<file path="src/rtl/ecc_pkg.sv">
package ecc_pkg;
    localparam int DATA_W = 64;
    localparam int HAM_W  = 7;
    localparam int CHK_W  = HAM_W + 1;
    localparam int CW_W   = DATA_W + CHK_W;
    localparam int POS_W  = $clog2(CW_W);

    // Hamming position of data bit idx: positions from 3 upward, powers of two skipped
    function automatic int data_pos(input int idx);
        int n;
        n = 0;
        for (int p = 3; p < (1 << HAM_W); p++) begin
            if ((p & (p - 1)) != 0) begin
                if (n == idx) return p;
                n++;
            end
        end
        return 0;
    endfunction

    // Data bits that feed Hamming check bit j
    function automatic logic [DATA_W-1:0] col_mask(input int j);
        logic [DATA_W-1:0] m;
        int pos;
        m = '0;
        for (int i = 0; i < DATA_W; i++) begin
            pos  = data_pos(i);
            m[i] = pos[j];
        end
        return m;
    endfunction

    typedef struct packed {
        logic             ce;
        logic             ue;
        logic [CHK_W-1:0] syn;
        logic [POS_W-1:0] bitpos;
    } ecc_status_t;
endpackage

</file>
<file path="src/rtl/ecc_enc.sv">
module ecc_enc
    import ecc_pkg::*;
(
    input  logic [DATA_W-1:0] data,
    output logic [CHK_W-1:0]  check
);
    logic [HAM_W-1:0] ham;

    for (genvar j = 0; j < HAM_W; j++) begin : g_col
        localparam logic [DATA_W-1:0] COL = col_mask(j);
        assign ham[j] = ^(data & COL);
    end

    assign check = {^{data, ham}, ham};
endmodule

</file>
<file path="src/rtl/ecc_dec.sv">
module ecc_dec
    import ecc_pkg::*;
(
    input  logic [DATA_W-1:0] data,
    input  logic [CHK_W-1:0]  check,
    output logic [DATA_W-1:0] data_fix,
    output ecc_status_t       status
);
    logic [CHK_W-1:0]  recalc;
    logic [HAM_W-1:0]  syn_h;
    logic              par;
    logic              pow2;
    logic              single;
    logic [DATA_W-1:0] hit;

    ecc_enc u_renc (
        .data  (data),
        .check (recalc)
    );

    assign syn_h = recalc[HAM_W-1:0] ^ check[HAM_W-1:0];
    assign par   = ^{data, check};
    assign pow2  = (syn_h != '0) && ((syn_h & (syn_h - 1'b1)) == '0);

    for (genvar i = 0; i < DATA_W; i++) begin : g_hit
        localparam int P = data_pos(i);
        assign hit[i] = (syn_h == P[HAM_W-1:0]);
    end

    always_comb begin
        single        = par && ((syn_h == '0) || pow2 || (|hit));
        status.ce     = single;
        status.ue     = (par && !single) || (!par && (syn_h != '0));
        status.syn    = {par, syn_h};
        status.bitpos = '0;
        if (syn_h == '0) begin
            status.bitpos = POS_W'(CW_W - 1);
        end else if (pow2) begin
            for (int k = 0; k < HAM_W; k++) begin
                if (syn_h == HAM_W'(1 << k)) status.bitpos = POS_W'(DATA_W + k);
            end
        end else begin
            for (int i = 0; i < DATA_W; i++) begin
                if (hit[i]) status.bitpos = POS_W'(i);
            end
        end
        data_fix = single ? (data ^ hit) : data;
    end
endmodule

</file>
<file path="src/rtl/ecc_errlog.sv">
module ecc_errlog
    import ecc_pkg::*;
#(
    parameter int ADDR_W = 32,
    parameter int INFO_W = 8
) (
    input  logic              clk,
    input  logic              rst_n,
    input  logic              clr,
    input  logic              ev,
    input  logic [ADDR_W-1:0] ev_addr,
    input  logic [CHK_W-1:0]  ev_syn,
    input  logic [INFO_W-1:0] ev_info,
    output logic              cap_valid,
    output logic              cap_more,
    output logic [ADDR_W-1:0] cap_addr,
    output logic [CHK_W-1:0]  cap_syn,
    output logic [INFO_W-1:0] cap_info
);
    typedef struct packed {
        logic              valid;
        logic              more;
        logic [ADDR_W-1:0] addr;
        logic [CHK_W-1:0]  syn;
        logic [INFO_W-1:0] info;
    } log_t;

    log_t log_d, log_q;

    always_comb begin
        log_d = log_q;
        if (clr) log_d = '0;
        if (ev) begin
            if (!log_d.valid) begin
                log_d.valid = 1'b1;
                log_d.addr  = ev_addr;
                log_d.syn   = ev_syn;
                log_d.info  = ev_info;
            end else begin
                log_d.more = 1'b1;
            end
        end
    end

    always_ff @(posedge clk) begin
        if (!rst_n) log_q <= '0;
        else        log_q <= log_d;
    end

    assign cap_valid = log_q.valid;
    assign cap_more  = log_q.more;
    assign cap_addr  = log_q.addr;
    assign cap_syn   = log_q.syn;
    assign cap_info  = log_q.info;
endmodule

</file>
<file path="src/rtl/ecc_secded_top.sv">
module ecc_secded_top
    import ecc_pkg::*;
#(
    parameter int ADDR_W = 32
) (
    input  logic              clk,
    input  logic              rst_n,
    input  logic              cfg_inj_en,
    input  logic [CHK_W-1:0]  cfg_inj_mask,
    input  logic [DATA_W-1:0] wr_data,
    output logic [CHK_W-1:0]  wr_check,
    input  logic              rd_valid,
    input  logic [ADDR_W-1:0] rd_addr,
    input  logic [DATA_W-1:0] rd_data,
    input  logic [CHK_W-1:0]  rd_check,
    output logic              rsp_valid,
    output logic [DATA_W-1:0] rsp_data,
    output logic [CHK_W-1:0]  rsp_check,
    output logic              rsp_poison,
    output logic              rsp_ce,
    input  logic              log_clr,
    output logic              ce_valid,
    output logic              ce_more,
    output logic [ADDR_W-1:0] ce_addr,
    output logic [CHK_W-1:0]  ce_syndrome,
    output logic [CHK_W-1:0]  ce_check,
    output logic [POS_W-1:0]  ce_bitpos,
    output logic              ue_valid,
    output logic              ue_more,
    output logic [ADDR_W-1:0] ue_addr,
    output logic [CHK_W-1:0]  ue_syndrome,
    output logic [CHK_W-1:0]  ue_check
);
    localparam int CE_INFO_W = CHK_W + POS_W;

    typedef struct packed {
        logic              valid;
        logic [DATA_W-1:0] data;
        logic [CHK_W-1:0]  check;
        logic              poison;
        logic              ce;
    } rsp_t;

    logic [CHK_W-1:0]     wr_check_raw;
    logic [DATA_W-1:0]    rd_fix;
    ecc_status_t          st;
    logic [CE_INFO_W-1:0] ce_info;
    rsp_t                 rsp_d, rsp_q;

    // write side: encode, then optional corruption for diagnostics
    ecc_enc u_wenc (
        .data  (wr_data),
        .check (wr_check_raw)
    );
    assign wr_check = wr_check_raw ^ (cfg_inj_en ? cfg_inj_mask : '0);

    // read side: decode and correct
    ecc_dec u_rdec (
        .data     (rd_data),
        .check    (rd_check),
        .data_fix (rd_fix),
        .status   (st)
    );

    always_comb begin
        rsp_d = '0;
        if (rd_valid) begin
            rsp_d.valid  = 1'b1;
            rsp_d.data   = rd_fix;
            rsp_d.check  = rd_check;
            rsp_d.poison = st.ue;
            rsp_d.ce     = st.ce;
        end
    end

    always_ff @(posedge clk) begin
        if (!rst_n) rsp_q <= '0;
        else        rsp_q <= rsp_d;
    end

    assign rsp_valid  = rsp_q.valid;
    assign rsp_data   = rsp_q.data;
    assign rsp_check  = rsp_q.check;
    assign rsp_poison = rsp_q.poison;
    assign rsp_ce     = rsp_q.ce;

    ecc_errlog #(.ADDR_W(ADDR_W), .INFO_W(CE_INFO_W)) u_celog (
        .clk       (clk),
        .rst_n     (rst_n),
        .clr       (log_clr),
        .ev        (rd_valid && st.ce),
        .ev_addr   (rd_addr),
        .ev_syn    (st.syn),
        .ev_info   ({rd_check, st.bitpos}),
        .cap_valid (ce_valid),
        .cap_more  (ce_more),
        .cap_addr  (ce_addr),
        .cap_syn   (ce_syndrome),
        .cap_info  (ce_info)
    );
    assign ce_check  = ce_info[CE_INFO_W-1:POS_W];
    assign ce_bitpos = ce_info[POS_W-1:0];

    ecc_errlog #(.ADDR_W(ADDR_W), .INFO_W(CHK_W)) u_uelog (
        .clk       (clk),
        .rst_n     (rst_n),
        .clr       (log_clr),
        .ev        (rd_valid && st.ue),
        .ev_addr   (rd_addr),
        .ev_syn    (st.syn),
        .ev_info   (rd_check),
        .cap_valid (ue_valid),
        .cap_more  (ue_more),
        .cap_addr  (ue_addr),
        .cap_syn   (ue_syndrome),
        .cap_info  (ue_check)
    );
endmodule

</file>
<file path="config.mk">
export PLATFORM = sky130hd
export DESIGN_NAME = ecc_secded_top
export DESIGN_NICKNAME = d
export VERILOG_FILES = /design/src/rtl/ecc_pkg.sv /design/src/rtl/ecc_enc.sv /design/src/rtl/ecc_dec.sv /design/src/rtl/ecc_errlog.sv /design/src/rtl/ecc_secded_top.sv
export SDC_FILE = /design/constraint.sdc
export NUM_CORES = 1
export LEC_CHECK = 0
export ABC_AREA = 1
export BUFFER_PORTS_ARGS = -buffer_cell sky130_fd_sc_hd__buf_4
export CAP_MARGIN = 40
export CORE_UTILIZATION = 25
export DETAILED_ROUTE_END_ITERATION = 10
export PLACE_DENSITY = 0.51
export SYNTH_ARGS = -nofsm -noshare
export SYNTH_HDL_FRONTEND = slang
export SYNTH_HIERARCHICAL = 1
export SYNTH_SLANG_ARGS = --single-unit
</file>
<file path="constraint.sdc">
create_clock -name clk -period 4.85 [get_ports clk]
set_input_delay 0.2425 -clock clk [delete_from_list [all_inputs] [get_ports clk]]
set_output_delay 0.2425 -clock clk [all_outputs]
set_load 0.01 [all_outputs]
</file>
# Word level (Yosys, flattened, before mapping)
# Cells that the tools add are included.
# totals
reg_bits	182
input_bits	181
out_inout_bits	190
wordCells	206
# classes
n_addsub	1
n_eq_ne	71
mux	83
bitwise	4
reduce_logical	32
# op_table
operator	count
$reduce_xor 64->1	14
$eq 7x6->1 const B	32
$mux 6	32
$mux 57	2
$eq 7x5->1 const B	16
$mux 50	2
$mux 5	16
$mux 75	1
$reduce_xor 72->1	1
$reduce_xor 71->1	1
$mux 64	1
$reduce_or 64->1	1
$xor 64x64->64	1
$mux 7	9
$eq 7x4->1 const B	8
$eq 7x7->1 const B	8
$mux 55	1
$mux 48	1
$mux 4	8
$eq 7x3->1 const B	4
$eq 7x2->1 const B	2
$logic_not 7->1	2
$mux 3	4
$mux 8	1
12 further kinds	23

# Logic depth before layout (Yosys ltp)
# depth
depth_word	70
depth_mapped	41

# Modules after synthesis
# Netlist, hierarchy kept.
# modules_own_cells
module	n_inst	cells_each	area_each_um2	seq_area_each_um2
ecc_enc	2	719	3590.9	0.0
ecc_secded_top	1	279	2665.1	1501.4
ecc_dec	1	470	2617.5	0.0
ecc_errlog (u_celog)	1	368	2608.8	1141.1
ecc_errlog (u_uelog)	1	322	2394.8	1001.0

# Least setup slack after synthesis
# No wires, ideal clock.
# synth_path
path_kind	input-to-reg
start	input rd_data[38]
end	register u_uelog.log_q, in the netlist u_uelog/cap_syn[0]
arrival_time_ns	3.736
t_required_ns	4.739
path_slack_ns	1.003
cell_stages	38
path_buffers	4
cell_sequence	buf_2 -> nand2_1 -> inv_2 -> nor2_2 -> nand2_1 -> nand2_2 -> nand2_1 -> nand2_1 -> nand3_2 -> nand2_2 -> nand2_1 -> nand3b_1 -> nand2_1 -> inv_1 -> inv_1 -> nand2_1 -> nand2_1 -> nand2_1 -> (+2 left out) -> nor2_1 -> nor2_1 -> inv_1 -> nor4_1 -> nand2_1 -> nor3_2 -> nand3_1 -> nand2_2 -> inv_2 -> buf_6 -> nor2_1 -> nand2_1 -> inv_1 -> buf_6 -> buf_6 -> nand3b_1 -> nand2_1 -> nor2_1
# synth_rtl
item	line_no	text
start: declaration	ecc_secded_top.sv:14	input logic [DATA_W-1:0] rd_data,
end signal: assignment	ecc_errlog.sv:47	else log_q <= log_d;
end: declaration	ecc_errlog.sv:28	log_t log_d, log_q;

==> impl_results.md <==
- Status: completed
- Number of antenna violations at the first check in global routing: 4
- Leftover overflow at the end of global routing: 0
- # setup viols final: 0
- Fraction of the cycle the final worst path needs: between 80% and 90%
- Filler cell count: ~7500
- Top library cells by usage in the layout, fill and taps aside: 1121 x nand2_1, 383 x buf_4, 297 x nor2_1
- Max Fclk: about 230 MHz
- Clock-pin slew reported for the worst setup and hold paths after clock tree synthesis: roughly 0.080 ns
- # port buffers: 370
- Fin Clk Skew: ~0.010 ns
- Via-per-instance ratio: 4.29
- Number of warnings issued by yosys: 6
- Floorplan die width: about 260 µm
- Routability Congestion: between 0.9 and 1
- Antenna Violating Nets Remaining: 0
- Initial standard-cell utilization of the core: 25.3%
- Cts hold-fix bufs: 13
- VDD IR max: 0.000414 V
- Post-DP HPWL: 47300 µm
- Most Frequent Cell on Critical Path: nand2_1
- P&R area growth vs syn: 23.0%
- Average cell area after synthesis: about 6.1 µm²
- H-tree levels: 4
- Final core utilization: a little under a third
- CP Capture Type: flop
- Largest buffer count on any clock path: 2
- Maximum fanout encountered on the critical timing path: 61
- Total clock buffers created by CTS: 17
- Clock Root Buffer: clkbuf_16
- Measured slew at the worst slew-check pin: roughly 0.82 ns
- FF+latch area: 0.00364 mm²
- Signal arrival time at the worst endpoint: about 4.7 ns
- Post-Syn Nets: between 2000 and 3000
- Synth Cell Area: roughly 0.017 mm²
- Die footprint: 0.0690 mm²
- Startpoint class of the critical path: input port
- Clock network latency to the later pin of the worst-skew pair: around 0.5 ns
- Number of buffers and inverters on the critical path: 10
- Drc violations: 0
- Number of placement rows: between 90 and 100
- Normalized max-slew margin: between 40% and 50%
- Violation count after the first detailed-route iteration: between 1000 and 1500
- Worst Setup Path Type: input port to flop
- Final Max Slew Viols: 0
- Post-cts resize count: 0
- Biggest cell delay along the critical path: around 0.32 ns
- Multi-input gate area in the final layout: ~0.011 mm²
- Maximum capacitance violations: 0
- WL final: 59300 µm
- Count of buffers added by post-CTS timing repair for setup: 0
- DR pass1 iterations: 6
- NumNets Final: 3281
- Number of vias in the routed layout: ~17000
- Final critical delay including setup and external delays: between 4 and 5 ns
- Hold violation count in the final report: 0
- Category of cells accounting for the largest share of critical-path delay: simple AND/OR/NAND/NOR gates
- Share of layout cells above drive strength 1: between 15 and 20%
- Average wire length per cell after detail routing: 14.9 µm
- Die height: ~260 µm
- Clock tree from TritonCTS: done
- Number of clock sinks: about 180
- Pwr dens: ~430 mW/mm²
- First-pass GRT wire length: 90600 µm
- Total routing resource utilization after global routing: 17.0%
- RSZ-0062 raised after global routing: no
- Slowest-stage cell, CP: nor4_1
- Post-Syn Instances: around 2800
- Commonest non-fill, non-tap cell in the layout: nand2_1
- Via count of the first global-routing pass: about 16000
- Required time of the critical path: around 5.3 ns
- Maximum number of pins on one net before global-route repair: between 60 and 70
- Min-delay worst type: input port to flop
- Fin Setup TNS: 0 ns
- Top-level port count: 371
- Area inside the core boundary: between 0.06 and 0.07 mm²
- Static leakage: approximately 0.011 µW
[power breakdown]
group | internal [µW] | leakage (µW) | switching [µW]
sequential | 1750 | 0.00149 | 115
clock | 676 | 0.000265 | 755
combinational | 2220 | 0.00919 | 3570
[metrics by stage]
| step | setup WS [ns] | area (µm²) | power, µW | hold slack, ns | instances |
|---|---|---|---|---|---|
| after global placement | 0.115 | 20200 | 7690 | 0.452 | 3941 |
| final | 0.563 | 20900 | 9080 | 0.0396 | 3986 |
| after global routing | 0.00566 | 20900 | 9900 | 0.0315 | 3986 |
| after CTS | 0.630 | 20900 | 9210 | 0.00271 | 3985 |
| after floorplan | 1.07 | 17000 | 6190 | 0.355 | 2796 |
| after detailed placement | 0.0989 | 20200 | 7700 | 0.458 | 3941 |
[metal layers]
layer / global-route usage [%] / vias up / wire length, µm
li1: - / 8931 / -
met1: 22.4 / 7628 / 27200
met2: 27.4 / 475 / 27000
met3: 3.93 / 61 / 3880
met4: 5.14 / 8 / 1110
met5: 0 / - / 61
[worst min-delay path, delay by kind of cell]
family,cells,cell delay (ns)
buffers and inverters,2,0.16
XOR/XNOR,1,0.06
AND/OR/NAND/NOR,1,0.04
[state kept, by name, indices dropped and copies added, names as in the netlist]
register	cells
rsp_valid	1
u_celog/cap_syn	8
u_celog/cap_info	15
u_uelog/cap_more	1
rsp_ce	1
u_celog/cap_valid	1
u_uelog/cap_valid	1
rsp_check	8
u_celog/cap_addr	32
u_uelog/cap_addr	32
u_uelog/cap_info	8
rsp_data	64
rsp_poison	1
u_celog/cap_more	1
u_uelog/cap_syn	8
[worst paths after layout]
check               startpoint              endpoint  slack (ns)  cells past startpoint
max reg2reg  u_uelog/cap_valid    u_uelog/cap_syn[0]        3.39                      4
min                rd_data[60]          rsp_data[60]        0.04                      4
min reg2reg   u_uelog/cap_more      u_uelog/cap_more        0.48                      2
max                rd_data[56]  u_uelog/cap_addr[29]        0.56                     37
[cell type report]
type	count	area share, %
clock inverter	14	0.665
antenna	1	0.0120
clock buffer	17	2.04
tap	873	5.23
timing repair buffer	400	14.8
inverter	305	5.48
multi-input combinational	2194	54.4
sequential	182	17.4
(Power assumes the default switching activity.)
